--- src/rtl/cal_seq_pkg.sv ---
package cal_seq_pkg;

  typedef enum logic [2:0] {
    PH_IDLE   = 3'd0,
    PH_STEP_A = 3'd1,
    PH_STEP_B = 3'd2,
    PH_CONV   = 3'd3,
    PH_PIPE   = 3'd4
  } phase_t;

  typedef enum logic [1:0] {
    MD_NORMAL   = 2'b00,
    MD_SELF     = 2'b01,
    MD_SYS_ZERO = 2'b10,
    MD_SYS_FULL = 2'b11
  } cal_mode_t;

endpackage

--- src/rtl/cal_rst_sync.sv ---
module cal_rst_sync #(
  parameter int STAGES = 2
) (
  input  logic clk,
  input  logic rst_n,
  output logic rst_sync_n
);

  logic [STAGES-1:0] sync_q;
  logic [STAGES-1:0] sync_d;

  always_comb begin
    sync_d = {sync_q[STAGES-2:0], 1'b1};
  end

  always_ff @(posedge clk or negedge rst_n) begin
    if (!rst_n) sync_q <= '0;
    else        sync_q <= sync_d;
  end

  assign rst_sync_n = sync_q[STAGES-1];

endmodule

--- src/rtl/cal_tick_ctr.sv ---
module cal_tick_ctr #(
  parameter int W = 4
) (
  input  logic         clk,
  input  logic         rst_n,
  input  logic         clr,
  input  logic         tick,
  input  logic [W-1:0] limit,
  output logic         hit
);

  logic [W-1:0] cnt_q;
  logic [W-1:0] cnt_d;
  logic         cnt_en;

  always_comb begin
    hit    = tick && !clr && (cnt_q == limit - W'(1));
    cnt_en = clr || tick;
    if (clr || hit) cnt_d = '0;
    else            cnt_d = cnt_q + W'(1);
  end

  always_ff @(posedge clk or negedge rst_n) begin
    if (!rst_n)      cnt_q <= '0;
    else if (cnt_en) cnt_q <= cnt_d;
  end

endmodule

--- src/rtl/cal_pipe_tmr.sv ---
module cal_pipe_tmr #(
  parameter int PIPE_CLKS = 40
) (
  input  logic clk,
  input  logic rst_n,
  input  logic run,
  output logic done
);

  localparam int PW = $clog2(PIPE_CLKS + 1);

  logic [PW-1:0] cnt_q;
  logic [PW-1:0] cnt_d;
  logic          cnt_en;

  always_comb begin
    done   = run && (cnt_q == PW'(PIPE_CLKS - 1));
    cnt_en = run || (cnt_q != '0);
    if (!run || done) cnt_d = '0;
    else              cnt_d = cnt_q + PW'(1);
  end

  always_ff @(posedge clk or negedge rst_n) begin
    if (!rst_n)      cnt_q <= '0;
    else if (cnt_en) cnt_q <= cnt_d;
  end

endmodule

--- src/rtl/cal_seq_ctrl.sv ---
module cal_seq_ctrl
  import cal_seq_pkg::*;
#(
  parameter int SELF_ZS_TICKS   = 3,
  parameter int SELF_FS_TICKS   = 3,
  parameter int SELF_CONV_TICKS = 3,
  parameter int SYS_TICKS       = 3,
  parameter int SYS_CONV_TICKS  = 1,
  parameter int TW              = 4
) (
  input  logic          clk,
  input  logic          rst_n,
  input  logic          mode_wr,
  input  logic [1:0]    mode_wdata,
  input  logic          tick_hit,
  input  logic          pipe_done,
  output logic          tick_clr,
  output logic [TW-1:0] tick_limit,
  output logic          pipe_run,
  output logic [1:0]    mode_rb,
  output logic          drdy_n,
  output logic          cal_busy,
  output logic          zs_step,
  output logic          fs_step,
  output logic          sys_src
);

  phase_t    ph_q, ph_d;
  cal_mode_t mode_q, mode_d;
  logic      self_q, self_d;
  logic      drdy_q, drdy_d;
  logic      upd_en;

  // next-state
  always_comb begin
    ph_d     = ph_q;
    mode_d   = mode_q;
    self_d   = self_q;
    drdy_d   = drdy_q;
    tick_clr = 1'b0;
    case (ph_q)
      PH_IDLE: begin
        tick_clr = 1'b1;
        if (mode_wr && (mode_wdata != MD_NORMAL)) begin
          ph_d   = PH_STEP_A;
          mode_d = cal_mode_t'(mode_wdata);
          self_d = (mode_wdata == MD_SELF);
          drdy_d = 1'b1;
        end
      end
      PH_STEP_A: begin
        if (tick_hit) begin
          if (self_q) begin
            ph_d = PH_STEP_B;
          end else begin
            ph_d   = PH_CONV;
            mode_d = MD_NORMAL;
          end
        end
      end
      PH_STEP_B: begin
        if (tick_hit) begin
          ph_d   = PH_CONV;
          mode_d = MD_NORMAL;
        end
      end
      PH_CONV: begin
        if (tick_hit) ph_d = PH_PIPE;
      end
      PH_PIPE: begin
        tick_clr = 1'b1;
        if (pipe_done) begin
          ph_d   = PH_IDLE;
          drdy_d = 1'b0;
        end
      end
      default: begin
        ph_d     = PH_IDLE;
        mode_d   = MD_NORMAL;
        tick_clr = 1'b1;
      end
    endcase
    upd_en = (ph_d != ph_q);
  end

  // tick budget for the phase in progress
  always_comb begin
    case (ph_q)
      PH_STEP_A: tick_limit = self_q ? TW'(SELF_ZS_TICKS) : TW'(SYS_TICKS);
      PH_STEP_B: tick_limit = TW'(SELF_FS_TICKS);
      PH_CONV:   tick_limit = self_q ? TW'(SELF_CONV_TICKS) : TW'(SYS_CONV_TICKS);
      default:   tick_limit = TW'(1);
    endcase
  end

  // registers
  always_ff @(posedge clk or negedge rst_n) begin
    if (!rst_n) begin
      ph_q   <= PH_IDLE;
      mode_q <= MD_NORMAL;
      self_q <= 1'b0;
      drdy_q <= 1'b1;
    end else if (upd_en) begin
      ph_q   <= ph_d;
      mode_q <= mode_d;
      self_q <= self_d;
      drdy_q <= drdy_d;
    end
  end

  always_comb begin
    pipe_run = (ph_q == PH_PIPE);
    cal_busy = (ph_q != PH_IDLE);
    mode_rb  = mode_q;
    drdy_n   = drdy_q;
    zs_step  = (ph_q == PH_STEP_A) && (mode_q != MD_SYS_FULL);
    fs_step  = (ph_q == PH_STEP_B) ||
               ((ph_q == PH_STEP_A) && (mode_q == MD_SYS_FULL));
    sys_src  = (ph_q == PH_STEP_A) && !self_q;
  end

endmodule

--- src/rtl/cal_sequencer.sv ---
module cal_sequencer
  import cal_seq_pkg::*;
#(
  parameter int SELF_ZS_TICKS   = 3,
  parameter int SELF_FS_TICKS   = 3,
  parameter int SELF_CONV_TICKS = 3,
  parameter int SYS_TICKS       = 3,
  parameter int SYS_CONV_TICKS  = 1,
  parameter int PIPE_CLKS       = 40,
  parameter int RST_STAGES      = 2
) (
  input  logic       clk,
  input  logic       rst_n,
  input  logic       rate_tick,
  input  logic       mode_wr,
  input  logic [1:0] mode_wdata,
  input  logic       coef_wr_req,
  output logic [1:0] mode_rb,
  output logic       drdy_n,
  output logic       cal_busy,
  output logic       zs_step,
  output logic       fs_step,
  output logic       sys_src,
  output logic       coef_wr_grant
);

  localparam int TW = $clog2(SELF_ZS_TICKS + SELF_FS_TICKS + SELF_CONV_TICKS +
                             SYS_TICKS + SYS_CONV_TICKS + 1);

  logic          rst_sync_n;
  logic          tick_clr;
  logic          tick_hit;
  logic [TW-1:0] tick_limit;
  logic          pipe_run;
  logic          pipe_done;

  cal_rst_sync #(.STAGES(RST_STAGES)) u_rst (
    .clk        (clk),
    .rst_n      (rst_n),
    .rst_sync_n (rst_sync_n)
  );

  cal_tick_ctr #(.W(TW)) u_tick (
    .clk   (clk),
    .rst_n (rst_sync_n),
    .clr   (tick_clr),
    .tick  (rate_tick),
    .limit (tick_limit),
    .hit   (tick_hit)
  );

  cal_pipe_tmr #(.PIPE_CLKS(PIPE_CLKS)) u_pipe (
    .clk   (clk),
    .rst_n (rst_sync_n),
    .run   (pipe_run),
    .done  (pipe_done)
  );

  cal_seq_ctrl #(
    .SELF_ZS_TICKS   (SELF_ZS_TICKS),
    .SELF_FS_TICKS   (SELF_FS_TICKS),
    .SELF_CONV_TICKS (SELF_CONV_TICKS),
    .SYS_TICKS       (SYS_TICKS),
    .SYS_CONV_TICKS  (SYS_CONV_TICKS),
    .TW              (TW)
  ) u_ctrl (
    .clk        (clk),
    .rst_n      (rst_sync_n),
    .mode_wr    (mode_wr),
    .mode_wdata (mode_wdata),
    .tick_hit   (tick_hit),
    .pipe_done  (pipe_done),
    .tick_clr   (tick_clr),
    .tick_limit (tick_limit),
    .pipe_run   (pipe_run),
    .mode_rb    (mode_rb),
    .drdy_n     (drdy_n),
    .cal_busy   (cal_busy),
    .zs_step    (zs_step),
    .fs_step    (fs_step),
    .sys_src    (sys_src)
  );

  assign coef_wr_grant = coef_wr_req && !cal_busy;

endmodule

--- config.mk ---
export PLATFORM = sky130hd
export DESIGN_NAME = cal_sequencer
export DESIGN_NICKNAME = d
export VERILOG_FILES = /design/src/rtl/cal_seq_pkg.sv /design/src/rtl/cal_rst_sync.sv /design/src/rtl/cal_tick_ctr.sv /design/src/rtl/cal_pipe_tmr.sv /design/src/rtl/cal_seq_ctrl.sv /design/src/rtl/cal_sequencer.sv
export SDC_FILE = /design/constraint.sdc
export NUM_CORES = 1
export LEC_CHECK = 0
export ABC_AREA = 1
export BUFFER_PORTS_ARGS = -buffer_cell sky130_fd_sc_hd__buf_2
export CAP_MARGIN = 20
export CORE_MARGIN = 2
export CORE_UTILIZATION = 52
export CTS_BUF_LIST = sky130_fd_sc_hd__clkbuf_8
export DETAILED_ROUTE_END_ITERATION = 10
export PLACE_DENSITY_LB_ADDON = 0.1
export SLEW_MARGIN = 5
export SYNTH_ARGS = -nofsm -noshare
export SYNTH_HDL_FRONTEND = slang
export SYNTH_SLANG_ARGS = --single-unit
export TNS_END_PERCENT = 50
--- constraint.sdc ---
create_clock -name clk -period 1.05 [get_ports clk]
set_clock_uncertainty 0.2 [all_clocks]
set_input_delay 0.0525 -clock clk [delete_from_list [all_inputs] [get_ports clk]]
set_output_delay 0.0525 -clock clk [all_outputs]
set_load 0.1 [all_outputs]
==> results.ini, run 1 <==
[sta]
worstEpCategory = register input
grt-worst-endpoint = u_ctrl.mode_rb[0]$_DFFE_PN0P_/D

[floorplan]
pin_count = 15
die_x_um = 48.7
start_util_pct = 54.0
rows = 16
die_h_um = 48.7

[synthesis]
synth_nets = 142
synthTopCellsByArea = dfrtp_1 (43%), nand2_1 (9.0%), nor2_1 (6.9%), inv_1 (5.8%), nand3_1 (5.3%)
ys_seq_elements = 19
yosysTopAreaCell = dfrtp_1
synth.top_cell.area_share_pct = 43.4
syn_avg_cell_area_sq_um = 7.86
synth_cell_types = 26
seq_area_frac_synth_pct = 46.0
syn_inst = 132
syn_area_sq_um = 1040
ys_warn_count = 0

[placement]
placed_area_sq_um = 1650
gp_congestion = 0.896
numPortBuffers = 14
post-dp-hpwl_um = 2500

[outcome]
haltStage = global routing
status = did not finish
stop_error = [ERROR DPL-0038] Utilization greater than 100%, impossible to legalize

[clock_tree]
clock-sinks = 19
cts-root-buf = clkbuf_8
cts_buffers = 3
clockBufferDepth = 2
h-tree-depth = 1

[grt]
grt_max_degree = 14

[repair_timing]
item                                   in CTS
setup endpoints to repair                  25
endpoints found under the hold margin       9
buffers inserted                            5
pin swaps                                   7
hold buffers                                4
gates resized for setup                    10
[stage by stage]
stage          hold slack, ps  utilization, %  setup TNS, ps  setup WS (ps)  instances
2_1_floorplan            -443               -          -8250           -635        132
3_3_place_gp             -363            86.0          -9650           -657        211
3_5_place_dp             -360            86.0         -10500           -737        211
4_1_cts                 -87.9            94.4         -12700           -716        224
[synthesized netlist by cell type, drive strengths merged]
library cell,n
nor3,3
or2,1
o211ai,2
and3,1
dfstp,1
a31oi,1
nor3b,1
dfrtp,18
ha,3
inv,19
nand3,13
nand4,3
a21oi,4
o21ai,10
nor2,20
conb,1
xor2,2
nand3b,1
nand2,28
[cells by family after synthesis]
logic type | synth area share (%)
AO/OA/AOI/OAI | 9.53
XOR/XNOR | 1.69
adder cells (fa/ha/maj) | 3.62
buffers and inverters | 6.88
flip-flops | 46.0
other | 0.362
AND/OR/NAND/NOR | 32.0
==> inputs of run 2 (changes only) <==
--- a/config.mk
+++ b/config.mk
@@ -8,11 +8,10 @@
 export ABC_AREA = 1
 export BUFFER_PORTS_ARGS = -buffer_cell sky130_fd_sc_hd__buf_2
 export CAP_MARGIN = 20
-export CORE_MARGIN = 2
-export CORE_UTILIZATION = 52
-export CTS_BUF_LIST = sky130_fd_sc_hd__clkbuf_8
+export CORE_AREA = 2 2 63 65
 export DETAILED_ROUTE_END_ITERATION = 10
-export PLACE_DENSITY_LB_ADDON = 0.1
+export DIE_AREA = 0 0 65 67
+export PLACE_DENSITY_LB_ADDON = 0.15
 export SLEW_MARGIN = 5
 export SYNTH_ARGS = -nofsm -noshare
 export SYNTH_HDL_FRONTEND = slang
==> constraint.sdc (replaced) <==
create_clock -name clk -period 1.37 [get_ports clk]
set_clock_uncertainty 0.2 [all_clocks]
set_input_delay 0.0685 -clock clk [delete_from_list [all_inputs] [get_ports clk]]
set_output_delay 0.0685 -clock clk [all_outputs]
set_load 0.1 [all_outputs]
==> results.ini, run 2 <==
[outcome]
status = finished with violations
failed_checks = negative setup slack

[pwr]
power_leakage_nw = 0.982
vdd_drop_max_uv = 745
power.density_nw_per_um2 = 2350

[critical_path]
timing.rr.start = u_ctrl.ph_q[0]$_DFFE_PN0P_
cp-endpoint = u_ctrl.mode_rb[0]$_DFFE_PN0P_
crit_start = u_ctrl.ph_q[0]$_DFFE_PN0P_
r2r_slack_ps = -500
worstSetupPathType = reg -> reg
reg2reg_depth = 11
r2r-end = u_ctrl.mode_rb[0]$_DFFE_PN0P_
critPathLaunchType = flop
required_ps = 1320
path_max_fanout = 6
cp_cell_sequence = buf_4 -> inv_2 -> nor3_2 -> inv_1 -> nand2_1 -> a21oi_4 -> nand2_2 -> nand2_2 -> nand3_4 -> nand3_1 -> nand2_1
worst_path_max_delay_cell = dfrtp_2
endpoint_kind = flop
crit_arrival_ps = 1820
slowest_delay_ps = 470

[synthesis]
synth_cell_types = 26  ; unchanged
yosys_most_used_dff = dfrtp_1
yosysTopAreaCell = dfrtp_1
ys_warn_count = 0  ; unchanged
synth_nets = 142  ; unchanged
synth_commonest_cells = nand2_1 (25), nor2_1 (19), dfrtp_1 (18)
syn_avg_cell_area_sq_um = 7.86  ; unchanged
ys_async_sr_fraction_pct = 100  ; unchanged
seq_area_frac_synth_pct = 46.0  ; unchanged
synth.top_cell.area_share_pct = 43.4  ; unchanged
yosysMostFrequentCell = nand2_1
ys_seq_elements = 19  ; unchanged
syn_area_sq_um = 1040  ; unchanged
syn_inst = 132  ; unchanged
synth-edff-count = 0  ; unchanged
synthTopCellsByArea = dfrtp_1 (43%), nand2_1 (9.0%), nor2_1 (6.9%), inv_1 (5.8%), nand3_1 (5.3%)

[placement]
gp_congestion = 0.775  ; -14%
numPortBuffers = 14  ; unchanged
dp_cells = 233  ; +10%
pre_cts_ws_ps = -365  ; +372 ps
post-dp-hpwl_um = 2040  ; -18%
placed_area_sq_um = 1680  ; +1.9%

[layout]
regArea_sq_um = 487
largest_reg_flops = 6
fin_cells = 254
nNetsFinal = 217
reg_top3 = u_pipe.cnt_q (6), u_tick.cnt_q (4), u_ctrl.ph_q (3)
final_util_pct = 56.5
fill_cells = 312
diodes = 0
fin_area_sq_um = 2040
area_delta_synth_final_pct = 96.4
layout_commonest_cell = buf_4
final_cell_mix = buf_4 (37), nand2_1 (19), inv_1 (14), dfrtp_1 (14)
multiInputGateArea_sq_um = 674
final_layout_size_suffix_gt1_share_pct = 55.3
top_register = u_pipe.cnt_q

[grt]
grtUsageTotal_pct = 15.4
grt_max_degree = 14
grt_pass1_vias = 1233
grt_pass1_wl_um = 5180
grt_remaining_overflow = 0
antenna_found_initial = 0

[floorplan]
pin_count = 15  ; unchanged
rows = 22  ; +6
die_h_um = 67  ; +38%
core_area_sq_um = 3610
die_area_sq_um = 4360
die_x_um = 65  ; +34%
start_util_pct = 28.8  ; -25 points

[clock_tree]
cts-root-buf = clkbuf_8
clkSlewWorstSetupHoldPaths_ps = 80
clock_latency_ps = 260
h-tree-depth = 1  ; unchanged
clock-sinks = 19  ; unchanged
cts_tree = yes
cts_buffers = 3  ; unchanged
clockBufferDepth = 2  ; unchanged

[route]
drt-pass1-iter-count = 4
drt-wirelength-per-cell_um = 12.3
num_vias = 1151
drt_wl_total_um = 3110
drtAntennaViolNets = 0
drcViolationCount = 0
viasPerCell = 4.53
drt_iter0_markers = 50

[sta]
setup_slack_ps = -501
setup_viol = 22
fmax_ghz = 0.535
min_period_ps = 1870
final_max_slew_viol_count = 0
hold_viol = 0
hold_slack_ps = 15.7
fin_crit_sh_pct = 137
rsz0062_at_grt = true

[flow_run]
drv_cap = 0

[hold_path]
hp-class = in -> reg

[run 2: cell counts after synthesis]
Identical to the previous run, type by type.
[run 2: logic make-up (layout without fill, tap and decap cells)]
logic type      after synthesis  count (layout)  synth area share, %
other cells                   1               1                0.362
fa+ha+maj                     3               3                 3.62
flops                        19              19                 46.0
buf+inv                      19              93                 6.88
simple gates                 71              71                 32.0
compound gates               17              17                 9.53
xor+xnor                      2               2                 1.69
[run 2: worst max-delay path, delay by kind of cell, from the launching register on]
| kind | cells | cell delay [ps] |
|---|---|---|
| AO/OA/AOI/OAI | 1 | 190 |
| buffers and inverters | 3 | 320 |
| flip-flops | 1 | 470 |
| AND/OR/NAND/NOR | 7 | 590 |
[run 2: cell type report]
cell class,count,area share (%)
Clock inverter,1,0.246
Inverter,19,3.87
Sequential cell,19,23.9
Clock buffer,3,2.03
Multi-Input combinational cell,94,33.1
Tap cell,48,2.95
Timing Repair Buffer,70,33.9
[run 2: layer usage]
| metal | vias up | wire length (um) | GRT usage, % |
|---|---|---|---|
| met5 | - | 0 | 0 |
| met4 | 0 | 36 | 7.98 |
| met3 | 4 | 98 | 2.53 |
| met2 | 25 | 1670 | 27.6 |
| met1 | 542 | 1310 | 17.6 |
| li1 | 580 | - | - |
[run 2: worst min-delay path by stage]
stage | start | endpoint | slack, ps | cells past startpoint
after floorplan | rst_n | u_rst.sync_q[0]$_DFF_PN0_ | -430 | 0
after global placement | rst_n | u_rst.sync_q[0]$_DFF_PN0_ | -340 | 1
after detailed placement | rst_n | u_rst.sync_q[0]$_DFF_PN0_ | -340 | 1
after CTS | rate_tick | u_tick.cnt_q[1]$_DFFE_PN0P_ | 2 | 4
after global routing | rate_tick | u_tick.cnt_q[1]$_DFFE_PN0P_ | 20 | 4
final | rate_tick | u_tick.cnt_q[1]$_DFFE_PN0P_ | 20 | 4
[run 2: power by group]
part	total, mW	switching [mW]	internal (mW)
logic	3.46	1.94	1.52
clock network	0.398	0.196	0.202
registers	0.918	0.176	0.741
total	4.78	2.32	2.46
[run 2: metrics by stage]
step	setup TNS [ps]	total power, mW
final	-5510	4.78
after global routing	-7080	5.06
after CTS	-5570	4.46
after detailed placement	-3720	3.74
after global placement	-3630	3.72
after floorplan	-2000	2.58
[run 2: timing repair]
item | 4_1_cts | 5_1_grt
hold endpoints to repair | 10 | 0
setup endpoints to repair | 22 | 22
resized for setup | 18 | 26
setup buffers | 6 | 6
pin swaps | 11 | 13
hold buffers | 7 | 0
Note: power is estimated with default switching activity, not from simulation.
==> inputs of run 3 (changes only) <==
--- a/config.mk
+++ b/config.mk
@@ -12,7 +12,7 @@
 export DETAILED_ROUTE_END_ITERATION = 10
 export DIE_AREA = 0 0 65 67
 export PLACE_DENSITY_LB_ADDON = 0.15
-export SLEW_MARGIN = 5
+export SLEW_MARGIN = 0
 export SYNTH_ARGS = -nofsm -noshare
 export SYNTH_HDL_FRONTEND = slang
 export SYNTH_SLANG_ARGS = --single-unit
==> constraint.sdc (replaced) <==
create_clock -name clk -period 1.6 [get_ports clk]
set_clock_uncertainty 0.2 [all_clocks]
set_input_delay 0.08 -clock clk [delete_from_list [all_inputs] [get_ports clk]]
set_output_delay 0.08 -clock clk [all_outputs]
set_load 0.02 [all_outputs]
==> results.ini, run 3 (synthesis results as in run 2) <==
[outcome]
status = finished with violations
failed_checks = negative hold slack, negative setup slack

[layout]
layout_commonest_cell = buf_4
largest_reg_flops = 6  ; unchanged
diodes = 0  ; unchanged
final_layout_size_suffix_gt1_share_pct = 48.5  ; -6.9 points
top_register = u_pipe.cnt_q
fill_cells = 350  ; +12%
fin_cells = 242  ; -4.7%
final_cell_mix = buf_4 (38), nand2_1 (20), dfrtp_1 (16), inv_1 (14), nor2_1 (12)
area_delta_synth_final_pct = 66.0
multiInputGateArea_sq_um = 614  ; -8.9%
fin_area_sq_um = 1720  ; -15%
nNetsFinal = 205  ; -5.5%
final_util_pct = 47.7  ; -8.7 points
regArea_sq_um = 479  ; -1.5%
reg_top3 = u_pipe.cnt_q (6), u_tick.cnt_q (4), u_ctrl.ph_q (3)

[pwr]
total_power_mw = 2.94  ; -39%
power.density_nw_per_um2 = 1710  ; -27%
p_sw_mw = 1.26  ; -46%
swShare_pct = 42.8  ; -5.6 points
clkPwrFrac_pct = 12.4  ; +4.1 points
vdd_drop_max_uv = 548  ; -26%
pwr-share-seq_pct = 25.5  ; +6.3 points
power_frac_comb_pct = 62.1  ; -10 points
intPower_mw = 1.68  ; -32%
power_leakage_nw = 0.848  ; -14%

[clock_tree]
cts_tree = yes
clock_latency_ps = 270  ; about the same
clockBufferDepth = 2  ; unchanged
cts_buffers = 3  ; unchanged
clkSlewWorstSetupHoldPaths_ps = 80  ; about the same
h-tree-depth = 1  ; unchanged
cts-root-buf = clkbuf_8
clock-sinks = 19  ; unchanged

[grt]
antenna_found_initial = 0  ; unchanged
grtUsageTotal_pct = 14.1  ; -1.3 points
grt_max_degree = 13  ; -1
grt_remaining_overflow = 0  ; unchanged
grt_pass1_vias = 1070  ; -13%
grt_pass1_wl_um = 4550  ; -12%

[sta]
fin_crit_sh_pct = 109  ; -27 points
setup_slack_ps = -147  ; +354 ps
min_period_ps = 1750  ; -124 ps
setup_viol = 13  ; -41%
fin_setup_tns_ps = -1020  ; +4490 ps
final_max_slew_viol_count = 0  ; unchanged
hold_slack_ps = -7.28  ; -23.0 ps
fmax_ghz = 0.572  ; +7.1%
rsz0062_at_grt = true
hold_viol = 11  ; +11

[critical_path]
required_ps = 1570  ; +250 ps
worstSetupPathType = reg -> reg
critPathBufInv = 2  ; -1
r2r_slack_ps = -150  ; +350 ps
path_delay_family = simple AND/OR/NAND/NOR gates
critPathLaunchType = flop
path_max_fanout = 7  ; +1
crit_top_cell = nand2_1
slowest_delay_ps = 480  ; about the same
cp_cell_sequence = buf_6 -> nand3_2 -> buf_4 -> nor2_1 -> nor2_4 -> nand3_4 -> nand2_2 -> nand2_1 -> nand2_1
worst_path_max_delay_cell = dfrtp_2
endpoint_kind = flop
crit_arrival_ps = 1710  ; -110 ps

[placement]
gp_congestion = 0.835  ; +7.8%
numPortBuffers = 14  ; unchanged
pre_cts_ws_ps = -150  ; +215 ps
post-dp-hpwl_um = 1910  ; -6.3%
placed_area_sq_um = 1400  ; -17%
dp_cells = 224  ; -3.9%

[flow_run]
drv_cap = 0  ; unchanged

[route]
viasPerCell = 4.53  ; about the same
drcViolationCount = 0  ; unchanged
drtAntennaViolNets = 0  ; unchanged
drt-pass1-iter-count = 4  ; unchanged
drt_iter0_markers = 29  ; -42%
drt-wirelength-per-cell_um = 11.7  ; -4.9%
drt_wl_total_um = 2820  ; -9.4%
num_vias = 1096  ; -4.8%

[floorplan]
die_x_um = 65  ; unchanged
die_h_um = 67  ; unchanged
die_area_sq_um = 4360  ; unchanged
core_area_sq_um = 3610  ; unchanged
start_util_pct = 28.8  ; unchanged
rows = 22  ; unchanged
pin_count = 15  ; unchanged

[hold_path]
hp-class = reg -> async

## run 3: cell count changes in the layout (fill, tap and decap cells not counted), moves of 2 or more
cell / before / now
buf_2: 6 / 10
nor3_2: 3 / 1
a21oi_1: 1 / 3
buf_6: 10 / 4
nor2_1: 10 / 12
buf_12: 10 / 0
dfrtp_4: 2 / 0
dfrtp_1: 14 / 16
## run 3: timing repair
item	4_1_cts	5_1_grt
pin swaps	8	13
hold buffers	6	0
endpoints found under the hold margin	12	0
buffers inserted	7	2
endpoints found under the setup margin	16	20
gates resized for setup	14	31
## run 3: path summary, 6_finish.rpt
check                                           start                            end  depth (start not counted)
hold / removal              u_rst.sync_q[1]$_DFF_PN0_     u_ctrl.ph_q[0]$_DFFE_PN0P_                          1
setup / recovery           u_ctrl.ph_q[0]$_DFFE_PN0P_  u_ctrl.mode_rb[0]$_DFFE_PN0P_                          9
setup reg to reg           u_ctrl.ph_q[0]$_DFFE_PN0P_  u_ctrl.mode_rb[0]$_DFFE_PN0P_                          9
hold reg to reg             u_rst.sync_q[1]$_DFF_PN0_     u_ctrl.ph_q[0]$_DFFE_PN0P_                          1
max in group asynchronous   u_rst.sync_q[1]$_DFF_PN0_    u_tick.cnt_q[3]$_DFFE_PN0P_                          1
min in group clk                              mode_wr      u_ctrl.drdy_n$_DFFE_PN1P_                          6
## run 3: metal layers
metal / track usage [%] / wire (um) / vias up
li1: - / - / 552
met1: 15.8 / 1230 / 521
met2: 24.9 / 1460 / 18
met3: 2.53 / 69 / 5
met4: 8.78 / 69 / 0
met5: 0 / 0 / -
## run 3: worst register-to-register path: cells and delay by family (launching register included)
| kind | cells | cell delay [ps] |
|---|---|---|
| buffers and inverters | 2 | 300 |
| flip-flops | 1 | 480 |
| AND/OR/NAND/NOR | 7 | 670 |
## run 3: final cells by class
type | instances | share of cell area [%]
Clock buffer | 3 | 2.40
Clock inverter | 1 | 0.436
Inverter | 19 | 4.58
Multi-Input combinational cell | 94 | 35.7
Sequential cell | 19 | 27.8
Tap cell | 48 | 3.49
Timing Repair Buffer | 58 | 25.6
## run 3: power groups by stage
stage / clock [mW] / combinational, mW / sequential (mW)
5_1_grt: 0.403 / 1.98 / 0.773
4_1_cts: 0.375 / 1.57 / 0.735
3_3_place_gp: 0 / 1.33 / 0.729
3_5_place_dp: 0 / 1.34 / 0.736
2_1_floorplan: 0 / 0.677 / 0.782
6_report: 0.365 / 1.82 / 0.747
